--- src/rtl/gpio_pkg.sv ---
package gpio_pkg;
  typedef struct packed {
    logic loadReg;
    logic dropDrive;
  } ctlStrobes_t;
endpackage

--- src/rtl/gpio_ctl.sv ---
module gpio_ctl
  import gpio_pkg::*;
(
  input  logic        clk,
  input  logic        rstN,
  input  logic        sel,
  input  logic        wrStb,
  input  logic        rdStb,
  output ctlStrobes_t strb,
  output logic        outMode
);
  logic wrHit, rdHit;

  assign wrHit = sel & wrStb;
  assign rdHit = sel & rdStb & ~wrHit;

  always_comb begin
    strb.loadReg   = wrHit;
    strb.dropDrive = rdHit;
  end

  always_ff @(posedge clk or negedge rstN) begin
    if (!rstN)      outMode <= 1'b0;
    else if (wrHit) outMode <= 1'b1;
    else if (rdHit) outMode <= 1'b0;
  end


  write_drive_chk: assert property (@(posedge clk) disable iff (!rstN)
    (sel && wrStb) |=> outMode);

  read_release_chk: assert property (@(posedge clk) disable iff (!rstN)
    (sel && rdStb && !wrStb) |=> !outMode);

  idle_hold_chk: assert property (@(posedge clk) disable iff (!rstN)
    !(sel && (wrStb || rdStb)) |=> $stable(outMode));
endmodule

--- src/rtl/gpio_dp.sv ---
module gpio_dp
  import gpio_pkg::*;
#(
  parameter int WIDTH       = 8,
  parameter int SHARED_PINS = 2,
  parameter int SYNC_STAGES = 2
) (
  input  logic              clk,
  input  logic              rstN,
  input  ctlStrobes_t       strb,
  input  logic              outMode,
  input  logic              upperPinsEn,
  input  logic [WIDTH-1:0]  wrData,
  input  logic [WIDTH-1:0]  pinIn,
  output logic [WIDTH-1:0]  pinOut,
  output logic [WIDTH-1:0]  pinOe,
  output logic [WIDTH-1:0]  rdData
);
  localparam logic [WIDTH-1:0] ALL_MASK = {WIDTH{1'b1}};
  localparam logic [WIDTH-1:0] LOW_MASK = ALL_MASK >> SHARED_PINS;

  logic [WIDTH-1:0] dataReg;
  logic [WIDTH-1:0] syncStage [SYNC_STAGES];
  logic [WIDTH-1:0] pinMask;

  always_ff @(posedge clk or negedge rstN) begin
    if (!rstN)             dataReg <= '0;
    else if (strb.loadReg) dataReg <= wrData;
  end

  always_ff @(posedge clk or negedge rstN) begin
    if (!rstN) begin
      for (int i = 0; i < SYNC_STAGES; i++) syncStage[i] <= '0;
    end else begin
      syncStage[0] <= pinIn;
      for (int i = 1; i < SYNC_STAGES; i++) syncStage[i] <= syncStage[i-1];
    end
  end

  assign pinMask = upperPinsEn ? ALL_MASK : LOW_MASK;
  assign pinOut  = dataReg;
  assign pinOe   = outMode ? pinMask : '0;
  assign rdData  = strb.dropDrive ? (syncStage[SYNC_STAGES-1] & pinMask) : '0;


  load_value_chk: assert property (@(posedge clk) disable iff (!rstN)
    strb.loadReg |=> (pinOut == $past(wrData)));

  data_hold_chk: assert property (@(posedge clk) disable iff (!rstN)
    !strb.loadReg |=> $stable(pinOut));

  idle_read_zero_chk: assert property (@(posedge clk) disable iff (!rstN)
    !strb.dropDrive |-> (rdData == '0));

  shared_pins_chk: assert property (@(posedge clk) disable iff (!rstN)
    !upperPinsEn |-> ((pinOe & ~LOW_MASK) == '0 && (rdData & ~LOW_MASK) == '0));
endmodule

--- src/rtl/gpio_access_reg.sv ---
module gpio_access_reg
  import gpio_pkg::*;
#(
  parameter int WIDTH       = 8,
  parameter int SHARED_PINS = 2,
  parameter int SYNC_STAGES = 2
) (
  input  logic             clk,
  input  logic             rstN,
  input  logic             sel,
  input  logic             wrStb,
  input  logic             rdStb,
  input  logic [WIDTH-1:0] wrData,
  output logic [WIDTH-1:0] rdData,
  input  logic             upperPinsEn,
  input  logic [WIDTH-1:0] pinIn,
  output logic [WIDTH-1:0] pinOut,
  output logic [WIDTH-1:0] pinOe
);
  ctlStrobes_t strb;
  logic        outMode;

  gpio_ctl u_ctl (
    .clk(clk), .rstN(rstN), .sel(sel), .wrStb(wrStb), .rdStb(rdStb),
    .strb(strb), .outMode(outMode)
  );

  gpio_dp #(.WIDTH(WIDTH), .SHARED_PINS(SHARED_PINS), .SYNC_STAGES(SYNC_STAGES)) u_dp (
    .clk(clk), .rstN(rstN), .strb(strb), .outMode(outMode),
    .upperPinsEn(upperPinsEn), .wrData(wrData), .pinIn(pinIn),
    .pinOut(pinOut), .pinOe(pinOe), .rdData(rdData)
  );


  both_strobes_chk: assert property (@(posedge clk) disable iff (!rstN)
    (sel && wrStb && rdStb) |-> (rdData == '0));
endmodule

--- config.mk ---
export PLATFORM = sky130hd
export DESIGN_NAME = gpio_access_reg
export DESIGN_NICKNAME = d
export VERILOG_FILES = /design/src/rtl/gpio_pkg.sv /design/src/rtl/gpio_ctl.sv /design/src/rtl/gpio_dp.sv /design/src/rtl/gpio_access_reg.sv
export SDC_FILE = /design/constraint.sdc
export NUM_CORES = 1
export LEC_CHECK = 0
export BUFFER_PORTS_ARGS = -buffer_cell sky130_fd_sc_hd__clkbuf_2
export CAP_MARGIN = 20
export CORE_ASPECT_RATIO = 1.25
export CORE_MARGIN = 8
export CORE_UTILIZATION = 35
export DETAILED_ROUTE_END_ITERATION = 16
export MAX_ROUTING_LAYER = met4
export PLACE_DENSITY = 0.73
export SYNTH_ARGS = -nofsm -noshare
export SYNTH_HDL_FRONTEND = slang
export SYNTH_SLANG_ARGS = --single-unit
--- constraint.sdc ---
create_clock -name clk -period 1 [get_ports clk]
set_input_delay 0 -clock clk [delete_from_list [all_inputs] [get_ports clk]]
set_output_delay 0 -clock clk [all_outputs]
set_load 0.02 [all_outputs]
## Word-level counts from Yosys, hierarchy flattened

Cells that the tools add are included.
W data, S select, Z words.

- Bits in registers: 25
- Word-level logic and storage cells: 15
- Memories: 0
- Bits in latches: 0
- Output and inout port bits: 24
- Bits in read-only memories: 0
- Input port bits: 22
- Memory bits (writable): 0

- Muxes and demuxes: 5
- Divide/modulo/power cells: 0
- Shift operators: 0
- Order comparisons: 0
- $add $sub $neg: 0
- Bitwise logic cells: 5
- Reductions and logical operators: 1
- Equality and inequality tests: 0
- Multiply operators: 0

Operator list:

| kind | number |
|---|---|
| $mux W8 | 3 |
| $and A8 B8 Y8 | 1 |
| $and A1 B1 Y1 | 3 |
| $mux W1 | 2 |
| $reduce_bool A2 Y1 | 1 |
| $not A1 Y1 | 1 |

## Longest topological paths before layout

Gate-level depths: netlist (run 1).

- Word-level depth: 5
- Gate-level depth with buffers: 2
- Depth with buffers taken out: 2

## Hierarchy

A second synthesis (run 1) with hierarchy kept.

- Cells, all modules: 56
- Area, all modules: 904.6 sq um

By module, submodules not included:

| module | area an instance (sq um) | sequential area each (sq um) | instances | cells each |
|---|---|---|---|---|
| gpio_dp | 840.8 | 600.6 | 1 | 49 |
| gpio_ctl | 63.8 | 25.0 | 1 | 7 |

## Least setup slack after synthesis (run 1)

OpenSTA, ideal clock, no wires.

- Path kind: flip-flop to output port
- From: register u_ctl.outMode
- To: output port pinOe[7]
- Buffers on the path: 1
- Stages on the path, launching flop included: 3
- Data required time: 1.000 ns
- Data arrival time: 0.870 ns
- Path slack: 0.130 ns
- Cells stage by stage: dfrtp_1 > and2_1 > buf_4

- Longest elaborated chain between the ends: 1

RTL lines:

| item | RTL line | text |
|---|---|---|
| start: declaration | gpio_ctl.sv:10 | `output logic outMode` |
| start signal: assignment | gpio_ctl.sv:23 | `if (!rstN) outMode <= 1'b0;` |
| start signal: assignment | gpio_ctl.sv:24 | `else if (wrHit) outMode <= 1'b1;` |
| start signal: assignment | gpio_ctl.sv:25 | `else if (rdHit) outMode <= 1'b0;` |
| $mux W8 | gpio_dp.sv:42 | `assign pinOe = outMode ? pinMask : '0;` |
| end: declaration | gpio_access_reg.sv:18 | `output logic [WIDTH-1:0] pinOe` |

No other way between the ends.

## Worst setup path in the final report (run 1)

- From: register u_ctl.outMode
- To: output port pinOe[6]

Same word-level chain as after synthesis.

==> results of run 1 <==
## worst reg2reg max path, cell delays in order, from the launching register on
cell	delay [ns]
dfrtp_2	0.46
buf_4	0.15
a22o_2	0.22
## flip-flops by register name (all words and copies together), names as in the netlist
name,cells
u_dp.syncStage,16
u_dp.pinOut,8
u_ctl.outMode,1
## stage by stage
stage	setup slack, ns	TNS [ns]	area (um2)	std cells	power (mW)
after detailed placement	0.194	0	1080	125	1.51
after floorplan	0.130	0	871	54	1.38
after global placement	0.232	0	1080	125	1.50
after CTS	-0.0700	-0.422	1400	150	2.07
after global routing	-0.125	-0.784	1450	151	2.20
final	-0.0639	-0.313	1450	151	2.07
## per-layer routing
| metal | vias to the layer above | part of all wire |
|---|---|---|
| li1 | 299 | - |
| met1 | 299 | 0.36 |
| met2 | 30 | 0.56 |
| met3 | 2 | 0.065 |
| met4 | 0 | 0.017 |
| met5 | - | 0 |
## how the worst max path moves through the flow
stage / startpoint / to / slack, ns / cells after the start
2_1_floorplan: u_ctl.outMode / pinOe[7] / 0.13 / 2
3_3_place_gp: u_ctl.outMode / u_ctl.outMode / 0.23 / 1
3_5_place_dp: u_ctl.outMode / u_ctl.outMode / 0.19 / 1
4_1_cts: u_ctl.outMode / pinOe[6] / -0.07 / 2
5_1_grt: u_ctl.outMode / pinOe[6] / -0.13 / 2
6_report: u_ctl.outMode / pinOe[6] / -0.06 / 2
## cells in the final DEF (no fill, tap or decap)
| cell | count |
|---|---|
| and4b_2 | 1 |
| clkbuf_1 | 1 |
| and3b_2 | 1 |
| a22o_2 | 1 |
| and2_4 | 6 |
| buf_4 | 1 |
| dlygate4sd3_1 | 20 |
| nand2_4 | 1 |
| clkbuf_8 | 3 |
| and2_1 | 3 |
| buf_2 | 1 |
| buf_6 | 6 |
| mux2_2 | 8 |
| dfrtp_2 | 1 |
| dfrtp_1 | 24 |
| clkbuf_2 | 31 |
| nand2_1 | 1 |
| buf_8 | 5 |
| clkbuf_4 | 3 |
## power by group through the flow
stage	sequential [mW]	clock, mW	combinational, mW
2_1_floorplan	1.21	0	0.173
3_3_place_gp	1.15	0	0.356
3_5_place_dp	1.16	0	0.359
4_1_cts	1.13	0.448	0.492
5_1_grt	1.14	0.508	0.552
6_report	1.13	0.417	0.516
## cell families after synthesis
group                  count (synthesis)  share of synthesized area
AOI/OAI and AO/OA                      1                     0.0115
buffers and inverters                  7                     0.0603
muxes                                  8                      0.103
and+or+nand+nor                       13                      0.106
DFF                                   25                      0.718
## cell type report
cell class	instances	area [um2]
Sequential cell	25	627
Multi-Input combinational cell	22	208
Fill cell	202	948
Timing Repair Buffer	67	552
Clock buffer	4	26.3
Tap cell	33	41.3
## repair_timing
action                                  CTS  global route
resized for setup                        20            25
endpoints found under the setup margin    9            14
buffers inserted                          2             0
hold buffers                             19             1
hold endpoints to repair                 42             1
pin swaps                                 1             0
==> results.sh, run 1 <==
export IMPL_track_usage=0.103
export IMPL_ys_top_cells_by_count="25 x dfrtp_1, 9 x and2_1, 8 x mux2_2, 7 x buf_4"
export IMPL_core_mm2=0.00240
export IMPL_drt_initial_drc_count=10
export IMPL_gp_congestion=0.733
export IMPL_grt_use_met1=0.103
export IMPL_use_met2=0.178
export IMPL_yosys_top_cells_area="dfrtp_1 72%, mux2_2 10%, and2_1 6.5%"
export IMPL_use_met3=0.0179
export IMPL_slew_headroom=0.608
export IMPL_cts_tree="built"
export IMPL_synth_seq_cells=25
export IMPL_hold_start="sel"
export IMPL_critical_path_top_delay_family="flip-flops"
export IMPL_critPathCaptureType="primary output"
export IMPL_timing_rr_end="u_ctl.outMode"
export IMPL_violations="negative setup slack"
export IMPL_grt_overflow_total=0
export IMPL_seq_power_share=0.549
export IMPL_routed_wl_mm=2.14
export IMPL_cts_root_buffer="clkbuf_4"
export IMPL_syn_inst=54
export IMPL_placementRows=20
export IMPL_intPower_mw=1.52
export IMPL_startpoint_type="flop"
export IMPL_syn_nets=76
export IMPL_rsz0062_at_grt="yes"
export IMPL_grt_pass1_vias=684
export IMPL_synth_most_common_cell="dfrtp_1"
export IMPL_drt_first_pass_iters=3
export IMPL_synth_ff_type="dfrtp_1"
export IMPL_hold_depth=3
export IMPL_hp_class="in2reg"
export IMPL_die_area_mm2=0.00435
export IMPL_cp_cell_sequence="and2_4 > clkbuf_8"
export IMPL_ant_nets=0
export IMPL_hold_violations=0
export IMPL_cts_sinks=25
export IMPL_hold_end="u_ctl.outMode"
export IMPL_fin_crit_ns=1.06
export IMPL_p_clk_frac=0.202
export IMPL_via_per_inst=4.17
export IMPL_ys_seq_area_frac=0.718
export IMPL_worstPathArrival_ns=1.06
export IMPL_synth_top_area_share=0.718
export IMPL_die_h_um=71.8
export IMPL_fin_util=0.605
export IMPL_busiest_layer="met2"
export IMPL_layout_nets=141
export IMPL_ys_types=9
export IMPL_max_freq_ghz=0.940
export IMPL_period_share=1.06
export IMPL_power_frac_comb=0.250
export IMPL_antenna_found_initial=0
export IMPL_p_leak_nw=0.719
export IMPL_grt_pass1_wl_mm=3.24
export IMPL_cp_max_fo=4
export IMPL_slowest_delay_ns=0.46
export IMPL_path_class="reg2out"
export IMPL_num_antenna_cells=0
export IMPL_grt_max_degree=26
export IMPL_routedWlPerCell_um=14.2
export IMPL_drive_gt1_frac=0.585
export IMPL_power_switching_mw=0.544
export IMPL_io_pins=46
export IMPL_initial_core_util=0.362
export IMPL_clock_path_buffers=2
export IMPL_r2r_start="u_ctl.outMode"
export IMPL_chipWidth_um=60.6
export IMPL_r2r_slack_ns=0.08
export IMPL_r2r_cells=2
export IMPL_crit_slowest_cell="dfrtp_2"
export IMPL_skew_ns=0.0130
export IMPL_async_reset_ff_frac=1.00
export IMPL_clkTransAtPathRegs_ns=0.13
export IMPL_ir_drop_mv=0.771
export IMPL_outcome="complete, but fails checks"
export IMPL_port_buffers=45
export IMPL_power_density_mw_per_mm2=1420
export IMPL_yosys_area_top_type="dfrtp_1"
export IMPL_post_route_drc_count=0
export IMPL_crit_buf_inv=1
export IMPL_synthesis_area_um2=871
export IMPL_vias=630
export IMPL_crit_required_ns=1.00
export IMPL_switching_share=0.263
export IMPL_area_delta_synth_final_pct=67.0
export IMPL_clkLatencyLatePin_ns=0.30
export IMPL_yosysWarnings=0
export IMPL_drv_cap=0
export IMPL_hold_ws_ns=0.0543
export IMPL_worst_slew_pin_slew_ns=0.588
export IMPL_maxSlewViolCount=0
export IMPL_synth_edf_count=0
export IMPL_fin_ws_ns=-0.0639
export IMPL_setup_viol=7
export IMPL_syn_avg_cell_area_um2=16.1
export IMPL_cts_buffers=3
export IMPL_cts_max_level=1
Power figures use the tool's default switching activity.
==> run 2: changes to the inputs <==
CORE_ASPECT_RATIO = 1.75   (was 1.25)
==> run 2 against run 1 <==
  * The run now ends clean
  * Highest routed layer unchanged
  * Fmax grew 7.8%
  * Clock-buffer cell count shrank 1
  * Sequential power barely moved
  * Via count shrank 2.7%
  * Critical path depth stayed put
  * Hold slack worse by 0.019 ns
  * Die area grew 1.2%
==> results.sh, run 2 (synthesis results as in run 1) <==
export IMPL_outcome="completed"
export IMPL_critical_path_top_delay_family="flip-flops"
export IMPL_cp_max_fo=3
export IMPL_fin_crit_ns=0.987
export IMPL_worstPathArrival_ns=0.99
export IMPL_io_pins=46
export IMPL_ant_nets=0
export IMPL_cts_tree="built"
export IMPL_via_per_inst=4.35
export IMPL_fin_cells=141
export IMPL_p_leak_nw=0.691
export IMPL_grt_max_degree=26
export IMPL_critPathCaptureType="primary output"
export IMPL_drt_first_pass_iters=2
export IMPL_initial_core_util=0.358
export IMPL_fin_ws_ns=0.0132
export IMPL_hold_start="rdStb"
export IMPL_drive_gt1_frac=0.565
export IMPL_port_buffers=45
export IMPL_crit_slowest_cell="dfrtp_2"
export IMPL_max_freq_ghz=1.01
export IMPL_routedWlPerCell_um=13.2
export IMPL_crit_buf_inv=1
export IMPL_vias=613
export IMPL_crit_required_ns=1.00
export IMPL_clock_path_buffers=2
export IMPL_worst_slew_pin_slew_ns=0.570
export IMPL_dp_cells=118
export IMPL_cts_buffers=3
export IMPL_largest_register_ffs=16
export IMPL_cts_root_buffer="clkbuf_8"
export IMPL_power_density_mw_per_mm2=1600
export IMPL_pre_cts_ws_ns=0.206
export IMPL_grt_pass1_wl_mm=2.80
export IMPL_hp_class="in2reg"
export IMPL_regMostFlops="u_dp.syncStage"
export IMPL_hold_violations=0
export IMPL_grt_pass1_vias=650
export IMPL_r2r_start="u_ctl.outMode"
export IMPL_slew_headroom=0.620
export IMPL_gp_congestion=0.769
export IMPL_drt_initial_drc_count=9
export IMPL_hold_depth=3
export IMPL_startpoint="u_ctl.outMode"
export IMPL_final_area_mm2=0.00138
export IMPL_routed_wl_mm=1.87
export IMPL_setup_tns_ns=0
export IMPL_power_mw=2.21
export IMPL_period_share=0.987
export IMPL_skew_ns=0.00129
export IMPL_clkLatencyLatePin_ns=0.26
export IMPL_area_delta_synth_final_pct=58.3
export IMPL_timing_rr_end="u_ctl.outMode"
export IMPL_placementRows=24
export IMPL_core_mm2=0.00243
export IMPL_drv_cap=0
export IMPL_layout_commonest_cell="clkbuf_2"
export IMPL_startpoint_type="flop"
export IMPL_r2r_slack_ns=0.10
export IMPL_chipWidth_um=53.7
export IMPL_path_class="reg2out"
export IMPL_cts_max_level=1
export IMPL_num_antenna_cells=0
export IMPL_cp_cell_sequence="and2_4 > buf_8"
export IMPL_layout_nets=138
export IMPL_antenna_found_initial=0
export IMPL_die_area_mm2=0.00440
export IMPL_ir_drop_mv=1.14
export IMPL_clkTransAtPathRegs_ns=0.08
export IMPL_hold_end="u_ctl.outMode"
export IMPL_dpl_cell_area_mm2=0.00108
export IMPL_die_h_um=82.0
export IMPL_track_usage=0.0873
export IMPL_rsz0062_at_grt="yes"
export IMPL_maxSlewViolCount=0
export IMPL_post_route_drc_count=0
export IMPL_r2r_cells=2
export IMPL_setup_viol=0
export IMPL_final_cell_mix="37 x clkbuf_2, 24 x dfrtp_1, 17 x dlygate4sd3_1"
export IMPL_cts_sinks=25
export IMPL_grt_overflow_total=0
export IMPL_slowest_delay_ns=0.44
export IMPL_hpwl_mm=1.32
## run 2: where the power goes
part | internal, mW | switching [mW] | leakage (nW) | total (mW)
Sequential | 1.10 | 0.0355 | 0.291 | 1.13
Clock | 0.282 | 0.302 | 0.0217 | 0.584
Combinational | 0.251 | 0.241 | 0.379 | 0.492
## run 2: routing by layer
metal | vias up | track usage | share of wire
met5 | - | - | 0
met4 | 0 | 0.0457 | 0.016
met3 | 4 | 0.0272 | 0.11
met2 | 34 | 0.138 | 0.53
met1 | 283 | 0.0943 | 0.35
li1 | 292 | - | -
## run 2: tightest hold or removal path, delay by kind of cell
| family | cells | cell delay, ns |
|---|---|---|
| AO/OA/AOI/OAI | 1 | 0.12 |
| buffers and inverters | 1 | 0.10 |
| AND/OR/NAND/NOR | 1 | 0.05 |
## run 2: area by class of cell
type / instances / area (um2)
clock buffers: 3 / 41.3
clock inverters: 1 / 7.51
fillers: 202 / 1050
multi-input cells: 22 / 195
flip-flops and latches: 25 / 627
well taps: 26 / 32.5
repair buffers: 64 / 475
## run 2: per-stage QoR
step / util / hold slack [ns]
floorplan: - / -0.296
global placement: 0.442 / 0.00982
detailed placement: 0.442 / 0.0235
CTS: 0.547 / 0.0362
global route: 0.567 / 0.0392
finish: 0.567 / 0.0353
## run 2: worst max-delay path by stage
| stage | slack, ns | to | cells past startpoint |
|---|---|---|---|
| after floorplan | 0.13 | pinOe[7] | 2 |
| after global placement | 0.23 | u_ctl.outMode | 1 |
| after detailed placement | 0.21 | u_ctl.outMode | 1 |
| after CTS | 0.003 | pinOe[6] | 2 |
| after global routing | -0.03 | pinOe[6] | 2 |
| final | 0.01 | pinOe[6] | 2 |
## run 2: what timing repair did
action,4_1_cts,5_1_grt
gates resized for setup,6,22
hold buffers,17,0
hold endpoints to repair,41,0
setup endpoints to repair,2,8
pin swaps,0,1
setup buffers,2,0
